===== config.mk =====
export PLATFORM = sky130hd
export DESIGN_NAME = strmove_engine
export DESIGN_NICKNAME = d
export VERILOG_FILES = /design/src/rtl/strmove_pkg.sv /design/src/rtl/strmove_idx.sv /design/src/rtl/strmove_ctrl.sv /design/src/rtl/strmove_engine.sv
export SDC_FILE = /design/constraint.sdc
export NUM_CORES = 1
export LEC_CHECK = 0
export BUFFER_PORTS_ARGS = -buffer_cell sky130_fd_sc_hd__buf_2
export CORE_AREA = 2 2 135 137
export CTS_CLUSTER_DIAMETER = 200
export DETAILED_ROUTE_END_ITERATION = 7
export DIE_AREA = 0 0 137 139
export PLACE_DENSITY = 0.54
export SETUP_SLACK_MARGIN = 0.2
export SLEW_MARGIN = 10
export SYNTH_ARGS = -nofsm -noshare
export SYNTH_HDL_FRONTEND = slang
export SYNTH_HIERARCHICAL = 1
export SYNTH_SLANG_ARGS = --single-unit

===== constraint.sdc =====
create_clock -name clk -period 2.83 [get_ports clk]
set_input_delay 0.283 -clock clk [delete_from_list [all_inputs] [get_ports clk]]
set_output_delay 0.283 -clock clk [all_outputs]
set_load 0.005 [all_outputs]

===== src/rtl/strmove_pkg.sv =====
package strmove_pkg;
   typedef enum logic [1:0] {
      ST_IDLE  = 2'd0,
      ST_RDREQ = 2'd1,
      ST_RDWT  = 2'd2,
      ST_WRREQ = 2'd3
   } mv_state_t;
endpackage


===== src/rtl/strmove_idx.sv =====
module strmove_idx #(
   parameter int IDX_W   = 16,
   parameter bit WORD_EN = 1'b1
) (
   input  logic [IDX_W-1:0] idx_i,
   input  logic             down_i,
   input  logic             word_i,
   output logic [IDX_W-1:0] nxt_o
);
   localparam logic [IDX_W-1:0] ONE = IDX_W'(1);
   localparam logic [IDX_W-1:0] TWO = IDX_W'(2);

   logic [IDX_W-1:0] step;

   generate
      if (IDX_W < 2) begin : g_bad_width
         $error("strmove_idx: IDX_W must be at least 2");
      end
      if (WORD_EN) begin : g_two_sizes
         assign step = word_i ? TWO : ONE;
      end else begin : g_byte_only
         logic unused_word;
         assign unused_word = word_i;
         assign step = ONE;
      end
   endgenerate

   // modulo 2^IDX_W by natural truncation
   assign nxt_o = down_i ? (idx_i - step) : (idx_i + step);
endmodule


===== src/rtl/strmove_ctrl.sv =====
module strmove_ctrl
   import strmove_pkg::*;
(
   input  logic clk,
   input  logic rst_n,
   input  logic start_i,
   input  logic cnt_in_zero_i,
   input  logic cnt_last_i,
   input  logic rd_gnt_i,
   input  logic rd_valid_i,
   input  logic wr_gnt_i,
   output logic load_o,
   output logic step_o,
   output logic cap_o,
   output logic rd_req_o,
   output logic wr_req_o,
   output logic busy_o,
   output logic done_o
);
   mv_state_t state_q, state_d;
   logic      done_q, done_d;

   always_comb begin
      state_d = state_q;
      done_d  = 1'b0;
      load_o  = 1'b0;
      step_o  = 1'b0;
      cap_o   = 1'b0;
      unique case (state_q)
         ST_IDLE: begin
            if (start_i) begin
               load_o = 1'b1;
               if (cnt_in_zero_i) done_d = 1'b1;
               else               state_d = ST_RDREQ;
            end
         end
         ST_RDREQ: begin
            if (rd_gnt_i) state_d = ST_RDWT;
         end
         ST_RDWT: begin
            if (rd_valid_i) begin
               cap_o   = 1'b1;
               state_d = ST_WRREQ;
            end
         end
         ST_WRREQ: begin
            if (wr_gnt_i) begin
               step_o = 1'b1;
               if (cnt_last_i) begin
                  state_d = ST_IDLE;
                  done_d  = 1'b1;
               end else begin
                  state_d = ST_RDREQ;
               end
            end
         end
         default: state_d = ST_IDLE;
      endcase
   end

   always_ff @(posedge clk or negedge rst_n) begin
      if (!rst_n) begin
         state_q <= ST_IDLE;
         done_q  <= 1'b0;
      end else begin
         state_q <= state_d;
         done_q  <= done_d;
      end
   end

   assign rd_req_o = (state_q == ST_RDREQ);
   assign wr_req_o = (state_q == ST_WRREQ);
   assign busy_o   = (state_q != ST_IDLE);
   assign done_o   = done_q;

   AST_ZERO_COUNT_NO_ACCESS: assert property (@(posedge clk) disable iff (!rst_n)
      (state_q == ST_IDLE && start_i && cnt_in_zero_i) |=> (done_o && !busy_o && !rd_req_o && !wr_req_o));
   AST_REQ_EXCLUSIVE: assert property (@(posedge clk) disable iff (!rst_n)
      !(rd_req_o && wr_req_o));
   AST_WRITE_AFTER_DATA: assert property (@(posedge clk) disable iff (!rst_n)
      $rose(wr_req_o) |-> $past(rd_valid_i));
   AST_DONE_IDLE: assert property (@(posedge clk) disable iff (!rst_n)
      done_o |-> !busy_o);
endmodule


===== src/rtl/strmove_engine.sv =====
module strmove_engine #(
   parameter int  IDX_W   = 16,
   parameter int  CNT_W   = 16,
   parameter int  DATA_W  = 16,
   parameter bit  WORD_EN = 1'b1
) (
   input  logic              clk,
   input  logic              rst_n,
   input  logic              start_i,
   input  logic [IDX_W-1:0]  src_i,
   input  logic [IDX_W-1:0]  dst_i,
   input  logic [CNT_W-1:0]  cnt_i,
   input  logic              down_i,
   input  logic              word_i,
   output logic              busy_o,
   output logic              done_o,
   output logic              rd_req_o,
   output logic [IDX_W-1:0]  rd_addr_o,
   output logic              rd_word_o,
   input  logic              rd_gnt_i,
   input  logic              rd_valid_i,
   input  logic [DATA_W-1:0] rd_data_i,
   output logic              wr_req_o,
   output logic [IDX_W-1:0]  wr_addr_o,
   output logic              wr_word_o,
   output logic [DATA_W-1:0] wr_data_o,
   input  logic              wr_gnt_i,
   output logic [IDX_W-1:0]  src_o,
   output logic [IDX_W-1:0]  dst_o,
   output logic [CNT_W-1:0]  cnt_o
);
   localparam logic [CNT_W-1:0] CNT_ONE = CNT_W'(1);

   generate
      if (CNT_W < 1) begin : g_bad_cnt
         $error("strmove_engine: CNT_W must be positive");
      end
      if (WORD_EN && DATA_W < 16) begin : g_bad_data
         $error("strmove_engine: word elements need DATA_W >= 16");
      end
   endgenerate

   logic [IDX_W-1:0]  src_q, dst_q, src_nx, dst_nx;
   logic [CNT_W-1:0]  cnt_q;
   logic [DATA_W-1:0] data_q;
   logic              down_q, word_q;
   logic              load, step, cap;

   strmove_ctrl u_ctrl (
      .clk           (clk),
      .rst_n         (rst_n),
      .start_i       (start_i),
      .cnt_in_zero_i (cnt_i == '0),
      .cnt_last_i    (cnt_q == CNT_ONE),
      .rd_gnt_i      (rd_gnt_i),
      .rd_valid_i    (rd_valid_i),
      .wr_gnt_i      (wr_gnt_i),
      .load_o        (load),
      .step_o        (step),
      .cap_o         (cap),
      .rd_req_o      (rd_req_o),
      .wr_req_o      (wr_req_o),
      .busy_o        (busy_o),
      .done_o        (done_o)
   );

   strmove_idx #(.IDX_W(IDX_W), .WORD_EN(WORD_EN)) u_src_step (
      .idx_i (src_q), .down_i (down_q), .word_i (word_q), .nxt_o (src_nx)
   );
   strmove_idx #(.IDX_W(IDX_W), .WORD_EN(WORD_EN)) u_dst_step (
      .idx_i (dst_q), .down_i (down_q), .word_i (word_q), .nxt_o (dst_nx)
   );

   always_ff @(posedge clk or negedge rst_n) begin
      if (!rst_n) begin
         src_q  <= '0;
         dst_q  <= '0;
         cnt_q  <= '0;
         down_q <= 1'b0;
         word_q <= 1'b0;
      end else if (load) begin
         src_q  <= src_i;
         dst_q  <= dst_i;
         cnt_q  <= cnt_i;
         down_q <= down_i;
         word_q <= WORD_EN ? word_i : 1'b0;
      end else if (step) begin
         src_q  <= src_nx;
         dst_q  <= dst_nx;
         cnt_q  <= cnt_q - CNT_ONE;
      end
   end

   always_ff @(posedge clk or negedge rst_n) begin
      if (!rst_n)   data_q <= '0;
      else if (cap) data_q <= rd_data_i;
   end

   assign rd_addr_o = src_q;
   assign wr_addr_o = dst_q;
   assign rd_word_o = word_q;
   assign wr_word_o = word_q;
   assign wr_data_o = data_q;
   assign src_o     = src_q;
   assign dst_o     = dst_q;
   assign cnt_o     = cnt_q;

   AST_COUNT_DECREMENT: assert property (@(posedge clk) disable iff (!rst_n)
      (wr_req_o && wr_gnt_i) |=> (cnt_o == $past(cnt_o) - CNT_ONE));
   AST_RD_ADDR_HOLD: assert property (@(posedge clk) disable iff (!rst_n)
      (rd_req_o && !rd_gnt_i) |=> (rd_req_o && $stable(rd_addr_o)));
   AST_WR_ADDR_HOLD: assert property (@(posedge clk) disable iff (!rst_n)
      (wr_req_o && !wr_gnt_i) |=> (wr_req_o && $stable(wr_addr_o) && $stable(wr_data_o)));
   AST_IDLE_HOLDS_STATE: assert property (@(posedge clk) disable iff (!rst_n)
      (!busy_o && !start_i) |=> ($stable(src_o) && $stable(dst_o) && $stable(cnt_o)));
   AST_BUSY_START_IGNORED: assert property (@(posedge clk) disable iff (!rst_n)
      (busy_o && start_i && !(wr_req_o && wr_gnt_i)) |=> ($stable(src_o) && $stable(cnt_o)));
endmodule


-- Word-level counts from Yosys, hierarchy flattened
Cells that the tools add are included.
- $add $sub $neg: 5
- equal/unequal tests: 9
- mux-type cells: 27
- reduce and logical (&&, ||, !) cells: 5
- operators by type and width (cell ; number):
    16-bit two-way mux ; 8
    16-bit adder ; 2
    16-bit subtractor ; 2
    16-bit by 1-bit equality test with 1-bit output (second input constant) ; 1
    16-bit zero test ; 1
    16-bit by 1-bit subtractor with 16-bit output (second input constant) ; 1
    2-bit two-way mux ; 6
    1-bit two-way mux ; 11
    2-bit case mux with 4 select lines ; 1
    2-bit != test (second input constant) ; 3
    5-bit AND reduction ; 1
    2-bit equality test (second input constant) ; 2
    2-bit by 1-bit != test with 1-bit output (second input constant) ; 2
    2-bit nonzero test ; 2
    2-bit by 1-bit equality test with 1-bit output (second input constant) ; 1
    2-bit zero test ; 1
    1-bit case mux with 2 select lines ; 1
- register bits: 69
- input port bits: 72
- output and inout bits: 102
- logic and storage cells: 54

-- Depth between registers and ports, before layout
- word-level depth: 5
- mapped depth: 12
- depth with buffers taken out: 12

-- Modules after synthesis
Netlist, hierarchy kept.
- modules (own cells, without submodules) (module ; instances ; cells an instance ; area an instance (um2) ; sequential area each (um2)):
    strmove_engine ; 1 ; 331 ; 3415.8 ; 1651.6
    strmove_idx ; 2 ; 97 ; 742.0 ; 0.0
    strmove_ctrl ; 1 ; 28 ; 282.8 ; 75.1

-- Least setup slack after synthesis
OpenSTA, ideal clock, no wires.
- kind: register to register
- from: register down_q
- to: register dst_q[12] (netlist: dst_o[12])
- library setup time: 0.133 ns
- arrival time: 2.596 ns
- required time: 2.697 ns
- path slack: 0.101 ns
- stages on the path, launching flop included: 11
- path buffers: 0
- clock period less this slack: 2.729 ns
- path through: dfrtp_1 > nand2_1 > fa_1 > nor2b_1 > o211ai_1 > a31o_1 > o211ai_1 > a21oi_1 > xnor2_1 > mux2i_1 > o21ai_0
- longest elaborated chain between the ends: 3
- ends and longest elaborated chain (element ; RTL line ; RTL):
    start, declared ; strmove_engine.sv:46 ; logic down_q, word_q;
    start signal, assigned ; strmove_engine.sv:85 ; down_q <= down_i;
    16-bit two-way mux ; strmove_idx.sv:29 ; assign nxt_o = down_i ? (idx_i - step) : (idx_i + step);
    via dst_nx[12] ; strmove_engine.sv:43 ; logic [IDX_W-1:0] src_q, dst_q, src_nx, dst_nx;
    16-bit two-way mux ; strmove_engine.sv:87 ; end else if (step) begin
    16-bit two-way mux ; strmove_engine.sv:81 ; end else if (load) begin
    end signal, assigned ; strmove_engine.sv:83 ; dst_q <= dst_i;
    end signal, assigned ; strmove_engine.sv:89 ; dst_q <= dst_nx;
    end, declared ; strmove_engine.sv:43 ;
The timed path passes the listed nets, and every way through them passes these cells. The select of a mux whose other input is x is not followed.
A chain may end at the register's enable or synchronous reset.

-- Worst setup path after layout
- from: register down_q
- to: register src_q[15] (netlist: rd_addr_o[15])
- longest elaborated chain between the ends: 3
- ends and longest elaborated chain (element ; RTL line ; RTL):
    16-bit two-way mux ; strmove_idx.sv:29 ;
    via src_nx[15] ; strmove_engine.sv:43 ;
    16-bit two-way mux ; strmove_engine.sv:87 ;
    16-bit two-way mux ; strmove_engine.sv:81 ;
    end signal, assigned ; strmove_engine.sv:82 ; src_q <= src_i;
    end signal, assigned ; strmove_engine.sv:88 ; src_q <= src_nx;
    end, declared ; strmove_engine.sv:43 ;
The timed path passes the listed nets, and every way through them passes these cells. The select of a mux whose other input is x is not followed.

==> reports/qor.log <==
INFO  power_and_ir_drop static-leakage-power=2.980nW
INFO  global_route   initial_antenna_violation_count=4
INFO  placement      io_buffer_count=173
INFO  detailed_routing vias=4481
INFO  synthesis      sequential_cell_area_fraction_in_the_yosys_report=0.3332
INFO  detailed_routing drtPass1Iterations=5
INFO  synthesis      mappedNetlistArea=5182squm
INFO  global_route   via_count_of_the_first_global_routing_pass=4372
INFO  power_and_ir_drop total_power=8.669mW
INFO  clock_tree     cts.sink_count=69
INFO  sta            timing.final.crit_share=0.8833
INFO  cells_and_area finalInstanceArea=6442squm
INFO  synthesis      synth_cell_type_count=63
INFO  cells_and_area nets=805
INFO  detailed_routing post-route-drc-count=0
INFO  worst_setup_path critical_path_peak_fanout=7
INFO  worst_setup_path cp_cell_sequence=buf_4 > ha_1 > a21oi_2 > nand2_1 > o2111ai_2 > a21oi_2 > a311oi_2 > xnor2_1 > mux2i_1 > o21ai_0
INFO  detailed_routing viasPerCell=4.823
INFO  synthesis      postSynthNetCount=664
INFO  worst_setup_path worstSetupEndpointType=flip-flop
INFO  sta            finClkSkew=0.005866ns
INFO  sta            tns=0ns
INFO  synthesis      synth_enable_flop_cells=0
INFO  sta            fmax_achieved=400.1MHz
INFO  power_and_ir_drop power.internal=4.813mW
INFO  power_and_ir_drop cellPowerDensity=1346nW/um^2
INFO  die            fp.dieW=137um
INFO  clock_tree     clock_insertion_delay_worst_skew=0.34ns
INFO  clock_tree     ctsLongestPathBuffers=2
INFO  sta            hold_viol=0
INFO  synthesis      async_flop_share=1.000
INFO  run            maxCapViolations=0
INFO  placement      globalplace.congestion=0.8145
INFO  worst_setup_path critPathBufInv=1
INFO  die            die_height=139um
INFO  worst_setup_path timing.critical_path.arrival=2.76ns
INFO  global_route   grt_max_degree=70
INFO  sta            maxSlewHeadroom=0.3648
INFO  worst_setup_path critical-path-top-delay-family=compound AO/OA/AOI/OAI gates
INFO  detailed_routing drtAntennaViolNets=0
INFO  run_status     status=finished clean
INFO  synthesis      syn-mean-instance-area=9.372squm
INFO  placement      place.detailed.hpwl=10210um
INFO  clock_tree     cts-htree-levels=3
INFO  power_and_ir_drop ir_worst_vdd=0.0004870V
INFO  worst_setup_path worst_path_cell_with_the_longest_stage_delay=sky130_fd_sc_hd__dfrtp_4
INFO  global_route   global_route.overflow_total=0
INFO  worst_hold_path worst_hold_path_class=in2async
INFO  global_route   gr-usage-all-layers=0.1476
INFO  synthesis      synth_ff_type=sky130_fd_sc_hd__dfrtp_1
INFO  die            dieArea=19040squm
INFO  die            floorplan.initialDensity=0.2935
INFO  worst_setup_path r2r_setup_slack=0.33ns
INFO  worst_setup_path worst_setup_path_start_kind=flip-flop
INFO  power_and_ir_drop power.combinational.fraction=0.639
INFO  worst_setup_path timing.critical_path.mode_cell=sky130_fd_sc_hd__a21oi_2
INFO  detailed_routing drt_iter0_drc=116
INFO  clock_tree     cts_hold_bufs=0
INFO  power_and_ir_drop netSwitchingFraction=0.4447
INFO  clock_tree     path_clk_slew=0.06ns
INFO  power_and_ir_drop power.net_switching=3.855mW
INFO  synthesis      post_syn_instances=553
INFO  placement      placement.cell_area=6066squm
INFO  clock_tree     clock_tree_from_tritoncts=yes
INFO  worst_setup_path timing.setup.critical_path_class=reg2reg
INFO  cells_and_area area_delta_synth_final=24.31%
INFO  power_and_ir_drop seqPwrFrac=0.237
INFO  sta            maxSlewViolCount=0
INFO  detailed_routing wirelength=13920um
INFO  clock_tree     clock_tree_root_driver_cell=sky130_fd_sc_hd__clkbuf_16
INFO  die            io-pin-count=174
INFO  detailed_routing detail_route.wl_per_cell=14.98um
INFO  cells_and_area drive_gt1_frac=0.3619
INFO  die            core_box_area=17660squm
INFO  sta            worst_pin_slew=0.9529ns
INFO  clock_tree     number_of_buffers_created_by_cts=9
INFO  worst_setup_path cp.required=3.09ns
INFO  synthesis      synth_seq_cells=69
INFO  global_route   grt_pass1_wl=22270um
INFO  sta            timing.final.crit_period=2.500ns
INFO  synthesis      warnings_from_yosys=6
INFO  power_and_ir_drop share_clk_of_total_power=0.124
INFO  worst_setup_path critical_path.max_stage_delay=0.54ns
INFO  sta            final-setup-viol-count=0
INFO  die            num_rows=49
INFO  sta            setup_repair_after_global_routing_missed_its_margin=true
layout by cell type (no fill, tap or decap), types with 4 or more instances in the layout:
cell type,n
sky130_fd_sc_hd__o21ai_0,41
sky130_fd_sc_hd__a21oi_2,5
sky130_fd_sc_hd__nor2_1,26
sky130_fd_sc_hd__clkbuf_16,9
sky130_fd_sc_hd__o41a_1,4
sky130_fd_sc_hd__ha_1,34
sky130_fd_sc_hd__nand2b_1,6
sky130_fd_sc_hd__a221o_1,4
sky130_fd_sc_hd__or4_1,4
sky130_fd_sc_hd__dfrtp_1,67
sky130_fd_sc_hd__buf_4,10
sky130_fd_sc_hd__nor2b_1,8
sky130_fd_sc_hd__a21oi_1,15
sky130_fd_sc_hd__inv_1,26
sky130_fd_sc_hd__a21o_1,10
sky130_fd_sc_hd__mux2_2,18
sky130_fd_sc_hd__nand2_1,59
sky130_fd_sc_hd__o21a_1,8
sky130_fd_sc_hd__mux2i_1,32
sky130_fd_sc_hd__nor4_1,9
sky130_fd_sc_hd__xnor2_1,22
sky130_fd_sc_hd__xor2_1,6
sky130_fd_sc_hd__a31oi_1,8
sky130_fd_sc_hd__o211ai_1,7
sky130_fd_sc_hd__buf_2,172
sky130_fd_sc_hd__or3_1,6
sky130_fd_sc_hd__o21ai_1,6
path summary, 6_finish.rpt:
kind | from | endpoint | cells past startpoint
max | down_q | rd_addr_o[15] | 10
min | rst_n | cnt_o[6] | 1
max reg2reg | down_q | rd_addr_o[15] | 10
min reg2reg | wr_data_o[4] | wr_data_o[4] | 1
max in group asynchronous | rst_n | down_q | 1
min in group clk | src_i[9] | rd_addr_o[9] | 3
repair_timing:
item                                    4_1_cts  5_1_grt
pin swaps                                     0        9
resized for setup                             1       15
gates cloned                                  0        0
endpoints found under the setup margin        2        8
setup buffers                                 0        5
registers in the layout, indices dropped and copies added, names as in the netlist:
name            flops
u_ctrl/done_o       1
dst_o              16
rd_word_o           1
rd_addr_o          16
u_ctrl/state_q      2
cnt_o              16
down_q              1
wr_data_o          16
cell families (layout without fill, tap and decap cells):
| family | Yosys count | after routing | synth area share |
|---|---|---|---|
| and+or+nand+nor | 145 | 145 | 0.1410 |
| AOI/OAI and AO/OA | 141 | 141 | 0.1958 |
| buffers and inverters | 81 | 227 | 0.08474 |
| DFF | 69 | 69 | 0.3332 |
| muxes | 50 | 50 | 0.1009 |
| adders and majority gates | 39 | 39 | 0.09705 |
| xor gates and xnor gates | 28 | 28 | 0.04732 |
| other | 0 | 1 | 0 |
power groups by stage:
stage	combinational, mW	clock, mW	sequential, mW
finish	5.54	1.08	2.05
detailed placement	5.36	0	2.09
global placement	5.35	0	2.09
global route	6.29	1.15	2.15
CTS	5.39	1.11	2.09
floorplan	4.11	0	2.00
metrics by stage:
stage | setup WS [ns] | util | hold slack, ns | cells
floorplan | 0.3844 | - | -0.01259 | 553
global placement | 0.2730 | 0.3435 | 0.4882 | 907
detailed placement | 0.2007 | 0.3435 | 0.4897 | 907
CTS | 0.2127 | 0.3594 | 0.1311 | 923
global route | 0.1701 | 0.3647 | 0.1523 | 928
finish | 0.3303 | 0.3649 | 0.07287 | 929
synth_stat cells, types with 3 or more instances:
| master | count | area, sq um |
|---|---|---|
| sky130_fd_sc_hd__a21oi_2 | 6 | 52.55 |
| sky130_fd_sc_hd__nor4_1 | 9 | 56.30 |
| sky130_fd_sc_hd__mux2i_1 | 32 | 320.3 |
| sky130_fd_sc_hd__buf_2 | 3 | 15.01 |
| sky130_fd_sc_hd__xnor2_1 | 22 | 192.7 |
| sky130_fd_sc_hd__nor2b_1 | 9 | 56.30 |
| sky130_fd_sc_hd__or3_1 | 6 | 37.54 |
| sky130_fd_sc_hd__nor2_1 | 26 | 97.59 |
| sky130_fd_sc_hd__ha_1 | 37 | 462.9 |
| sky130_fd_sc_hd__o211ai_1 | 7 | 52.55 |
| sky130_fd_sc_hd__o41a_1 | 4 | 45.04 |
| sky130_fd_sc_hd__a21oi_1 | 15 | 75.07 |
| sky130_fd_sc_hd__dfrtp_1 | 69 | 1727 |
| sky130_fd_sc_hd__o21a_1 | 8 | 60.06 |
| sky130_fd_sc_hd__nand2_1 | 59 | 221.5 |
| sky130_fd_sc_hd__a21o_1 | 10 | 75.07 |
| sky130_fd_sc_hd__a211oi_1 | 3 | 22.52 |
| sky130_fd_sc_hd__mux2_2 | 18 | 202.7 |
| sky130_fd_sc_hd__buf_4 | 33 | 247.7 |
| sky130_fd_sc_hd__xor2_1 | 6 | 52.55 |
| sky130_fd_sc_hd__and2_1 | 3 | 18.77 |
| sky130_fd_sc_hd__clkbuf_1 | 16 | 60.06 |
| sky130_fd_sc_hd__nand2b_1 | 6 | 37.54 |
| sky130_fd_sc_hd__nand4_1 | 3 | 18.77 |
| sky130_fd_sc_hd__or2_2 | 3 | 18.77 |
| sky130_fd_sc_hd__or4_1 | 4 | 30.03 |
| sky130_fd_sc_hd__o21ai_0 | 45 | 225.2 |
| sky130_fd_sc_hd__a221o_1 | 4 | 40.04 |
| sky130_fd_sc_hd__nand3_1 | 3 | 15.01 |
| sky130_fd_sc_hd__inv_1 | 26 | 97.59 |
| sky130_fd_sc_hd__a31oi_1 | 9 | 56.30 |
routing by layer:
metal / vias to the layer above / GRT usage / part of all wire
li1: 2249 / - / -
met1: 2038 / 0.1969 / 0.46
met2: 168 / 0.2257 / 0.44
met3: 20 / 0.04569 / 0.082
met4: 6 / 0.04938 / 0.014
met5: - / 0 / 0.0029
area by class of cell:
class | count | area (sq um)
Fill cell | 1842 | 11210
Multi-Input combinational cell | 403 | 3059
Sequential cell | 69 | 1732
Timing Repair Buffer | 185 | 987.2
Tap cell | 229 | 286.5
Clock buffer | 10 | 239.0
Inverter | 26 | 97.59
Clock inverter | 6 | 38.79
Antenna cell | 1 | 2.502
worst register-to-register path, cell delays in order (launching register included):
cell                        delay [ns]
sky130_fd_sc_hd__dfrtp_4          0.54
sky130_fd_sc_hd__buf_4            0.16
sky130_fd_sc_hd__ha_1             0.37
sky130_fd_sc_hd__a21oi_2          0.25
sky130_fd_sc_hd__nand2_1          0.09
sky130_fd_sc_hd__o2111ai_2        0.22
sky130_fd_sc_hd__a21oi_2          0.11
sky130_fd_sc_hd__a311oi_2         0.29
sky130_fd_sc_hd__xnor2_1          0.14
sky130_fd_sc_hd__mux2i_1          0.08
sky130_fd_sc_hd__o21ai_0          0.15
Note: power is estimated with default switching activity, not from simulation.
